===== src/rtl/dtmf_burst_gen.sv =====
module dtmf_burst_gen #(
  parameter int SAMPLE_W  = 12,
  parameter int BURST_CYC = 182557,
  parameter int DIV_R0 = 160,
  parameter int DIV_R1 = 146,
  parameter int DIV_R2 = 132,
  parameter int DIV_R3 = 118,
  parameter int DIV_C0 = 92,
  parameter int DIV_C1 = 84,
  parameter int DIV_C2 = 76,
  parameter int DIV_C3 = 68
) (
  input  logic                       clk,
  input  logic                       rst_n,
  input  logic                       code_wr,
  input  logic [3:0]                 code_in,
  input  logic                       tone_en,
  input  logic                       burst_en,
  input  logic                       cp_mode,
  input  logic                       single_tone,
  input  logic                       col_sel,
  output logic signed [SAMPLE_W-1:0] row_sample,
  output logic signed [SAMPLE_W-1:0] col_sample,
  output logic signed [SAMPLE_W:0]   mix_sample,
  output logic                       sample_valid,
  output logic                       tone_active,
  output logic                       tx_ready
);
  localparam int DIV_W  = $clog2(DIV_R0 + 1);
  localparam int BT_W   = $clog2(2 * BURST_CYC + 1);
  localparam int HI_AMP = (1 << (SAMPLE_W - 1)) - 1;
  localparam int LO_AMP = HI_AMP * 794 / 1000;

  typedef enum logic [1:0] {S_IDLE, S_TONE, S_GAP} bst_t;

  logic [3:0]       code_q;
  bst_t             bst;
  logic [BT_W-1:0]  bcnt, blen;
  logic             ready_q, step_q;
  logic [DIV_W-1:0] rcnt, ccnt, rdiv, cdiv;
  logic [4:0]       rph, cph;
  logic             run, busy, rwrap, cwrap;

  assign busy  = (bst != S_IDLE);
  assign run   = tone_en & (burst_en ? (bst == S_TONE) : 1'b1);
  assign rwrap = run && (rcnt >= rdiv - 1'b1);
  assign cwrap = run && (ccnt >= cdiv - 1'b1);

  always_comb begin
    case (code_q)
      4'd1, 4'd2, 4'd3, 4'd13:  rdiv = DIV_W'(DIV_R0);
      4'd4, 4'd5, 4'd6, 4'd14:  rdiv = DIV_W'(DIV_R1);
      4'd7, 4'd8, 4'd9, 4'd15:  rdiv = DIV_W'(DIV_R2);
      default:                  rdiv = DIV_W'(DIV_R3);
    endcase
    case (code_q)
      4'd1, 4'd4, 4'd7, 4'd11:  cdiv = DIV_W'(DIV_C0);
      4'd2, 4'd5, 4'd8, 4'd10:  cdiv = DIV_W'(DIV_C1);
      4'd3, 4'd6, 4'd9, 4'd12:  cdiv = DIV_W'(DIV_C2);
      default:                  cdiv = DIV_W'(DIV_C3);
    endcase
  end

  function automatic logic signed [SAMPLE_W-1:0] sine_pt(input logic [4:0] ph, input int amp);
    logic [3:0] k;
    int q16, mag;
    k = ph[3] ? (4'd8 - {1'b0, ph[2:0]}) : {1'b0, ph[2:0]};
    case (k)
      4'd0:    q16 = 0;
      4'd1:    q16 = 12785;
      4'd2:    q16 = 25080;
      4'd3:    q16 = 36410;
      4'd4:    q16 = 46341;
      4'd5:    q16 = 54491;
      4'd6:    q16 = 60547;
      4'd7:    q16 = 64277;
      default: q16 = 65536;
    endcase
    mag = (amp * q16 + 32768) >>> 16;
    return ph[4] ? SAMPLE_W'(-mag) : SAMPLE_W'(mag);
  endfunction

  always_ff @(posedge clk or negedge rst_n)
    if (!rst_n) code_q <= '0;
    else if (code_wr && !(burst_en && busy)) code_q <= code_in;

  always_ff @(posedge clk or negedge rst_n) begin
    if (!rst_n) begin
      bst <= S_IDLE; bcnt <= '0; blen <= '0; ready_q <= 1'b0;
    end else if (!tone_en || !burst_en) begin
      bst <= S_IDLE; bcnt <= '0; ready_q <= 1'b0;
    end else begin
      ready_q <= 1'b0;
      case (bst)
        S_IDLE: if (code_wr) begin
          bst  <= S_TONE;
          bcnt <= '0;
          blen <= cp_mode ? BT_W'(2 * BURST_CYC) : BT_W'(BURST_CYC);
        end
        S_TONE: if (bcnt == blen - 1'b1) begin
          bst <= S_GAP; bcnt <= '0;
        end else bcnt <= bcnt + 1'b1;
        default: if (bcnt == blen - 1'b1) begin
          bst <= S_IDLE; bcnt <= '0; ready_q <= 1'b1;
        end else bcnt <= bcnt + 1'b1;
      endcase
    end
  end

  always_ff @(posedge clk or negedge rst_n) begin
    if (!rst_n) begin
      rcnt <= '0; ccnt <= '0; rph <= '0; cph <= '0; step_q <= 1'b0;
    end else if (!run) begin
      rcnt <= '0; ccnt <= '0; rph <= '0; cph <= '0; step_q <= 1'b0;
    end else begin
      rcnt   <= rwrap ? '0 : rcnt + 1'b1;
      ccnt   <= cwrap ? '0 : ccnt + 1'b1;
      rph    <= rph + {4'd0, rwrap};
      cph    <= cph + {4'd0, cwrap};
      step_q <= rwrap | cwrap;
    end
  end

  assign row_sample   = run ? sine_pt(rph, LO_AMP) : '0;
  assign col_sample   = run ? sine_pt(cph, HI_AMP) : '0;
  assign mix_sample   = single_tone ? (col_sel ? (SAMPLE_W+1)'(col_sample) : (SAMPLE_W+1)'(row_sample))
                                    : (SAMPLE_W+1)'(row_sample) + (SAMPLE_W+1)'(col_sample);
  assign sample_valid = step_q;
  assign tone_active  = run;
  assign tx_ready     = ready_q;

  p_ready_pulse_r8: assert property (@(posedge clk) disable iff (!rst_n)
    tx_ready |=> !tx_ready);
  p_ready_after_gap_r8: assert property (@(posedge clk) disable iff (!rst_n)
    $rose(tx_ready) |-> $past(bst == S_GAP));
  p_bcnt_bound_r8: assert property (@(posedge clk) disable iff (!rst_n)
    busy |-> bcnt < blen);
  p_phase_step_r2: assert property (@(posedge clk) disable iff (!rst_n)
    (rph != $past(rph)) |-> (rph == $past(rph) + 5'd1 || rph == 5'd0));
  p_quiet_r6: assert property (@(posedge clk) disable iff (!rst_n)
    !tone_en |=> (rph == 5'd0 && cph == 5'd0 && bst == S_IDLE));
  p_hold_code_r10: assert property (@(posedge clk) disable iff (!rst_n)
    (burst_en && busy && code_wr) |=> $stable(code_q));
endmodule


===== config.mk =====
export PLATFORM = sky130hd
export DESIGN_NAME = dtmf_burst_gen
export DESIGN_NICKNAME = d
export VERILOG_FILES = /design/src/rtl/dtmf_burst_gen.sv
export SDC_FILE = /design/constraint.sdc
export NUM_CORES = 1
export LEC_CHECK = 0
export BUFFER_PORTS_ARGS = -buffer_cell sky130_fd_sc_hd__buf_2
export CAP_MARGIN = 20
export CORE_UTILIZATION = 60
export DETAILED_ROUTE_END_ITERATION = 6
export PLACE_DENSITY = 0.85
export SLEW_MARGIN = 0
export SYNTH_ARGS = -nofsm -noshare
export SYNTH_HDL_FRONTEND = slang
export SYNTH_SLANG_ARGS = --single-unit

===== constraint.sdc =====
create_clock -name clk -period 22.8 [get_ports clk]
set_clock_uncertainty 0.2 [all_clocks]
set_input_delay 2.28 -clock clk [delete_from_list [all_inputs] [get_ports clk]]
set_output_delay 2.28 -clock clk [all_outputs]
set_load 0.05 [all_outputs]

After elaboration in Yosys (flattened, before gate mapping)
Memory sizes are Yosys's and may differ from the RTL's.
Index checks and enable logic that the tools add are counted.

word-level totals
  bits in registers = 72
  ROM bits = 384
  bits of input ports = 12
  output and inout bits = 40
  logic and storage cells = 85
  memories kept = 4

memory list
  name              words  width  rd ports  clocked after memory_dff  write ports  RTL line  source
  (name not given)  8      16     1         0                         0            68        case (k)
  (name not given)  8      16     1         0                         0            68
  (name not given)  16     6      1         0                         0            50        case (code_q)
  (name not given)  16     2      1         0                         0            56        case (code_q)

operators by class
  add/subtract/negate cells = 15
  multipliers = 2
  order comparisons = 2
  equal/unequal tests = 4
  muxes and demuxes = 31
  bitwise logic cells = 3
  reductions and logical operators = 14

operators by type and width
  cell                                                number
  two-way mux 19 bit                                  5
  multiplier 12 x 32 -> 28 bit, first input constant  2
  two-way mux 32 bit                                  2
  adder 28 x 17 -> 28 bit, second input constant      2
  two-way mux 12 bit                                  4
  two-way mux 8 bit                                   4
  two-way mux 13 bit                                  2
  negation 12 bit                                     2
  adder 19 x 1 -> 19 bit, second input constant       1
  equality test 19 bit                                1
  subtractor 19 x 1 -> 19 bit, second input constant  1
  adder 8 x 1 -> 8 bit, second input constant         2
  >= comparator 8 bit                                 2
  subtractor 8 x 1 -> 8 bit, second input constant    2
  adder 12 x 12 -> 13 bit                             1
  adder 5 x 1 -> 5 bit                                2
  two-way mux 5 bit                                   2
  two-way mux 2 bit                                   4
  two-way mux 4 bit                                   2
  subtractor 4 x 3 -> 4 bit, first input constant     2
  AND reduction 3 bit                                 2
  two-way mux 1 bit                                   5
  logical AND 1 bit                                   4
  case mux 2 bit (2 select lines)                     1
  other kinds (12)                                    14

Longest topological paths before layout
An unclocked memory read counts as a cell.

  depth in word-level cells = 11
  mapped depth = 42
  depth with buffers taken out = 41

Least setup slack after synthesis
Ideal clock, no wire load.

  kind = reg-to-output
  from = reg cph[0]
  to = out mix_sample[11]
  data arrival time = 10.112 ns
  required time = 20.320 ns
  setup slack = 10.208 ns
  stages on the path, launching flop included = 40
  buffers on the path = 2
  cell sequence = dfrtp_1 inv_1 ha_1 mux2i_1 inv_1 ha_1 o21ai_0 inv_1 o21ai_0 inv_1 ha_1 or2_2 clkbuf_1 maj3_1 fa_1 fa_1 inv_1 fa_1 [4 not listed] o21a_1 or4b_1 o21a_1 nand2_1 ha_1 nand2_1 a21oi_1 ha_1 a21o_1 a21oi_1 o21ai_0 a21oi_1 o21ai_0 a21oi_1 o21ai_0 o41ai_1 xnor2_1 a32oi_1

on the way
  word-level cells in the longest chain between the ends = 11
  elaborated cells on any way between the ends = 12
  those cells by class = add/sub: 4; mul: 1; mux: 6; memory: 1

RTL lines
  element                         RTL line  source
  start, declared                 41        logic [4:0] rph, cph;
  start signal, assigned          119       cph <= cph + {4'd0, cwrap};
  subtractor 4 x 3 -> 4 bit       67        k = ph[3] ? (4'd8 - {1'b0, ph[2:0]}) : {1'b0, ph[2:0]};
  two-way mux 4 bit *             67
  memory read (8 x 16 bit)        n/a
  two-way mux 32 bit *            68
  multiplier 12 x 32 -> 28 bit *  79        mag = (amp * q16 + 32768) >>> 16;
  adder 28 x 17 -> 28 bit *       79
  negation 12 bit                 80        return ph[4] ? SAMPLE_W'(-mag) : SAMPLE_W'(mag);
  two-way mux 12 bit *            80
  two-way mux 12 bit *            125       assign col_sample = run ? sine_pt(cph, HI_AMP) : '0;
  net col_sample[1]               23        output logic signed [SAMPLE_W-1:0] col_sample,
  adder 12 x 12 -> 13 bit *       127       : (SAMPLE_W+1)'(row_sample) + (SAMPLE_W+1)'(col_sample);
  two-way mux 13 bit *            126       assign mix_sample = single_tone ? (col_sel ? (SAMPLE_W+1)'(col_sample) : (SAMPLE_W+1)'(row_sample))
  end, declared                   24        output logic signed [SAMPLE_W:0] mix_sample,

Mark *: on every way through the listed nets, which the timed path passes. The rest lies on a longest branch.

Worst setup path after layout
  from = reg cph[0]
  to = out mix_sample[12]

on the way
  word-level cells in the longest chain between the ends = 11
  elaborated cells on any way between the ends = 12
  those cells by class = add/sub: 4; mul: 1; mux: 6; memory: 1

RTL lines
  element                                                               RTL line
  subtractor 4 x 3 -> 4 bit                                             67
  two-way mux 4 bit *                                                   67
  memory read (8 x 16 bit)                                              n/a
  two-way mux 32 bit *                                                  68
  multiplier 12 x 32 -> 28 bit *                                        79
  adder 28 x 17 -> 28 bit *                                             79
  negation 12 bit                                                       80
  two-way mux 12 bit *                                                  80
  two-way mux 12 bit *                                                  125
  adder 12 x 12 -> 13 bit / two-way mux 13 bit (equally long branches)  127, 126
  two-way mux 13 bit *                                                  126

Every way passes the cells marked *; elsewhere a longest branch is shown, timed or not.

==> impl_metrics.xml <==
<?xml version="1.0" encoding="UTF-8"?>
<metrics>
  <group name="setup_path">
    <metric name="path_buf_inv" unit="">7</metric>
    <metric name="arrival" unit="ns">10.21</metric>
    <metric name="timing_worst_setup_path_type" unit="">reg2out</metric>
    <metric name="cp-end-kind" unit="">output port</metric>
    <metric name="cpLargestDelayFamily" unit="">adder cells</metric>
    <metric name="timing.critical_path.from_type" unit="">flop</metric>
    <metric name="critPathMaxFanout" unit="">8</metric>
    <metric name="r2r-start" unit="">code_q[1]$_DFFE_PN0P_</metric>
    <metric name="max_stage_delay" unit="ns">0.53</metric>
    <metric name="timing.critical_path.from" unit="">cph[0]$_DFF_PN0_</metric>
    <metric name="worst-endpoint-required" unit="ns">20.32</metric>
    <metric name="slowest_cell_on_crit_path" unit="">sky130_fd_sc_hd__fa_1</metric>
  </group>
  <group name="power">
    <metric name="power_per_cell_area" unit="nW/um2">23.2</metric>
    <metric name="p_leak" unit="uW">0.00764</metric>
    <metric name="internal-power" unit="uW">190</metric>
    <metric name="share_comb_of_total_power" unit="">0.415</metric>
    <metric name="netSwitchingFraction" unit="">0.399</metric>
    <metric name="irDropWorstVdd" unit="mV">0.0323</metric>
    <metric name="share_clk_of_total_power" unit="">0.248</metric>
    <metric name="sequentialPowerShare" unit="">0.338</metric>
    <metric name="switching_power" unit="uW">126</metric>
  </group>
  <group name="sta">
    <metric name="fin_crit" unit="ns">12.69</metric>
    <metric name="setup_tns" unit="ns">0</metric>
    <metric name="grt_setup_unrepaired" unit="">no</metric>
    <metric name="worst_hold_slack_after_final_layout" unit="ns">0.272</metric>
    <metric name="max_slew_margin" unit="">0.393</metric>
    <metric name="layout_worst_path_cycle_share" unit="">0.557</metric>
    <metric name="max_freq" unit="GHz">0.0788</metric>
    <metric name="final_slew_violations" unit="">0</metric>
    <metric name="setup_violations" unit="">0</metric>
    <metric name="tightestPinTransition" unit="ns">0.909</metric>
    <metric name="timing_hold_violations_final" unit="">0</metric>
  </group>
  <group name="logic_synthesis">
    <metric name="synth_top_area_share" unit="">0.215</metric>
    <metric name="synth_area" unit="um2">13000</metric>
    <metric name="yosys_warnings" unit="">0</metric>
    <metric name="synthArstFlopShare" unit="">1.00</metric>
    <metric name="synthTopCellsByArea" unit="">sky130_fd_sc_hd__ha_1 22%, sky130_fd_sc_hd__fa_1 20%, sky130_fd_sc_hd__dfrtp_1 11%</metric>
    <metric name="ys_ff_latch" unit="">56</metric>
    <metric name="synth_largest_area_cell" unit="">sky130_fd_sc_hd__ha_1</metric>
    <metric name="number_of_cells_produced_by_synthesis" unit="">1537</metric>
    <metric name="synth_area_per_inst" unit="um2">8.44</metric>
    <metric name="synth_enable_flop_cells" unit="">0</metric>
    <metric name="synth_top_flop_cell" unit="">sky130_fd_sc_hd__dfrtp_1</metric>
    <metric name="synth-seq-area-share" unit="">0.108</metric>
    <metric name="yosysUniqueCellTypes" unit="">82</metric>
  </group>
  <group name="placement">
    <metric name="placedCellCount" unit="">1839</metric>
    <metric name="globalplace.congestion" unit="">0.932</metric>
    <metric name="port_buffers" unit="">51</metric>
    <metric name="placedInstanceArea" unit="um2">13500</metric>
    <metric name="detailedPlacementHpwl" unit="um">24300</metric>
  </group>
  <group name="drt">
    <metric name="detailroute.wirelength.met3" unit="um">1090</metric>
    <metric name="detailedRoute.firstIterationViolations" unit="">573</metric>
    <metric name="drt_pre_antenna_iters" unit="">5</metric>
    <metric name="routed_via_density" unit="">5.73</metric>
    <metric name="avgRoutedWirePerCell" unit="um">15.4</metric>
    <metric name="met1Wirelength" unit="um">13000</metric>
    <metric name="drtAntennaViolNets" unit="">0</metric>
    <metric name="detailroute.via_count" unit="">10600</metric>
    <metric name="totalWireLength" unit="um">28400</metric>
    <metric name="detail_route.drc_violations" unit="">0</metric>
    <metric name="dr.max_layer_used" unit="">met4</metric>
    <metric name="route.met2.wl" unit="um">14100</metric>
  </group>
  <group name="layout">
    <metric name="final-instance-count-excl-fill" unit="">1847</metric>
    <metric name="final_layout_size_suffix_gt1_frac" unit="">0.0655</metric>
    <metric name="flow.area_growth_from_synthesis" unit="%">5.21</metric>
    <metric name="finish.instance_area" unit="um2">13700</metric>
    <metric name="finish.net_count" unit="">1938</metric>
    <metric name="diodes" unit="">0</metric>
  </group>
  <group name="clocking">
    <metric name="cts_max_level" unit="">2</metric>
    <metric name="clockRootBuffer" unit="">sky130_fd_sc_hd__clkbuf_16</metric>
    <metric name="clock_sinks" unit="">56</metric>
    <metric name="maximum_root_to_sink_buffer_count" unit="">2</metric>
    <metric name="ctsResizeCount" unit="">0</metric>
    <metric name="worstSkewPairLatency" unit="ns">0.30</metric>
    <metric name="cts.repair_timing.setup_buffer_count" unit="">0</metric>
    <metric name="cts.reportedPaths.clkPinSlew" unit="ns">0.07</metric>
    <metric name="cts.hold.buffers_added" unit="">0</metric>
    <metric name="tritoncts" unit="">done</metric>
    <metric name="cts-buffers-inserted" unit="">5</metric>
  </group>
  <group name="die">
    <metric name="die_y" unit="um">149</metric>
    <metric name="design.core.area" unit="um2">21100</metric>
    <metric name="ios" unit="">52</metric>
    <metric name="floorplan.die_area" unit="um2">22200</metric>
    <metric name="dieWidth" unit="um">149</metric>
    <metric name="initial_utilization" unit="">0.615</metric>
    <metric name="standard_cell_row_count" unit="">53</metric>
  </group>
  <group name="worst_hold_path">
    <metric name="min-delay-path-class" unit="">reg2reg</metric>
    <metric name="worst_hold_launch" unit="">ccnt[0]$_DFF_PN0_</metric>
  </group>
  <group name="grt">
    <metric name="grt.total_usage" unit="">0.264</metric>
    <metric name="first_global_vias" unit="">10500</metric>
    <metric name="grt_overflow" unit="">0</metric>
    <metric name="first_pass_grt_wire_length" unit="um">48500</metric>
    <metric name="number_of_antenna_violations_at_the_first_check_in_global_routing" unit="">0</metric>
    <metric name="grt_max_degree" unit="">57</metric>
  </group>
  <group name="status">
    <metric name="status" unit="">complete, no violations</metric>
  </group>
  <group name="flow_run">
    <metric name="max-cap-violations" unit="">0</metric>
  </group>
</metrics>
==> synthesized netlist by cell type (all sizes together) (5+ instances only) <==
library cell,count
mux2i,10
mux2,5
nor2b,9
ha,223
nor4,9
o211ai,11
clkbuf,28
and3,27
nand2b,22
a21o,19
inv,307
or2,8
fa,132
xnor2,52
nor2,111
buf,5
a211oi,13
dfrtp,56
and2,13
o41ai,7
a21boi,6
o31ai,5
o21ai,71
nand2,95
a21oi,75
xor2,50
nor3,26
o21a,13
or3,15
nand3,30
nand4,12
a31oi,9
==> cell families after synthesis <==
| family | share of synthesized area |
|---|---|
| compound gates | 0.143 |
| xor+xnor | 0.0715 |
| fa+ha+maj | 0.419 |
| buf+inv | 0.100 |
| flops | 0.108 |
| mux | 0.0121 |
| other cells | 0.000579 |
| simple gates | 0.145 |
==> final cells by class <==
type	count	area, um2
Clock buffer	5	125
Clock inverter	3	23.8
Fill cell	1707	7440
Inverter	311	1170
Multi-Input combinational cell	1141	10300
Sequential cell	56	1400
Tap cell	275	344
Timing Repair Buffer	56	293
==> power by group through the flow <==
stage / Clock, uW / Sequential [uW] / Combinational (uW)
2_1_floorplan: 0 / 106 / 105
3_3_place_gp: 0 / 109 / 126
3_5_place_dp: 0 / 109 / 130
4_1_cts: 79.1 / 107 / 131
5_1_grt: 84.1 / 107 / 149
6_report: 78.4 / 107 / 131
==> metrics by stage <==
step / total power (uW) / utilization / worst slack [ns]
final: 316 / 0.647 / 10.11
after global routing: 340 / 0.647 / 9.30
after CTS: 317 / 0.647 / 10.17
after detailed placement: 239 / 0.640 / 10.51
after global placement: 235 / 0.640 / 10.84
after floorplan: 211 / - / 10.21
==> flip-flops by register name, summed over array words and instances (netlist names) <==
| signal | cells |
|---|---|
| rcnt | 8 |
| bcnt | 19 |
| tx_ready | 1 |
| bst | 2 |
| blen | 3 |
| code_q | 4 |
| sample_valid | 1 |
| ccnt | 8 |
| cph | 5 |
| rph | 5 |
==> per-layer routing <==
metal	vias up	GRT usage
li1	5167	-
met1	5132	0.361
met2	262	0.466
met3	31	0.0193
met4	0	0.0398
met5	-	0
==> cells in the final DEF, fill, tap and decap left out, drive strengths merged, types with 26 or more instances in the layout <==
cell type	n
and3	27
buf	56
a21oi	75
nor3	26
fa	132
nor2	111
xor2	50
dfrtp	56
nand3	30
o21ai	71
nand2	95
inv	307
ha	223
xnor2	52
==> worst paths after layout <==
path | end | slack [ns] | depth (start not counted)
setup / recovery | mix_sample[12] | 10.11 | 39
hold / removal | ccnt[0]$_DFF_PN0_ | 0.27 | 1
setup reg to reg | rph[4]$_DFF_PN0_ | 18.47 | 22
hold reg to reg | ccnt[0]$_DFF_PN0_ | 0.27 | 1
max in group asynchronous | ccnt[3]$_DFF_PN0_ | 19.98 | 2
min in group asynchronous | bcnt[17]$_DFFE_PN0P_ | 1.89 | 2
No activity file was read; power rests on OpenSTA's default activity.
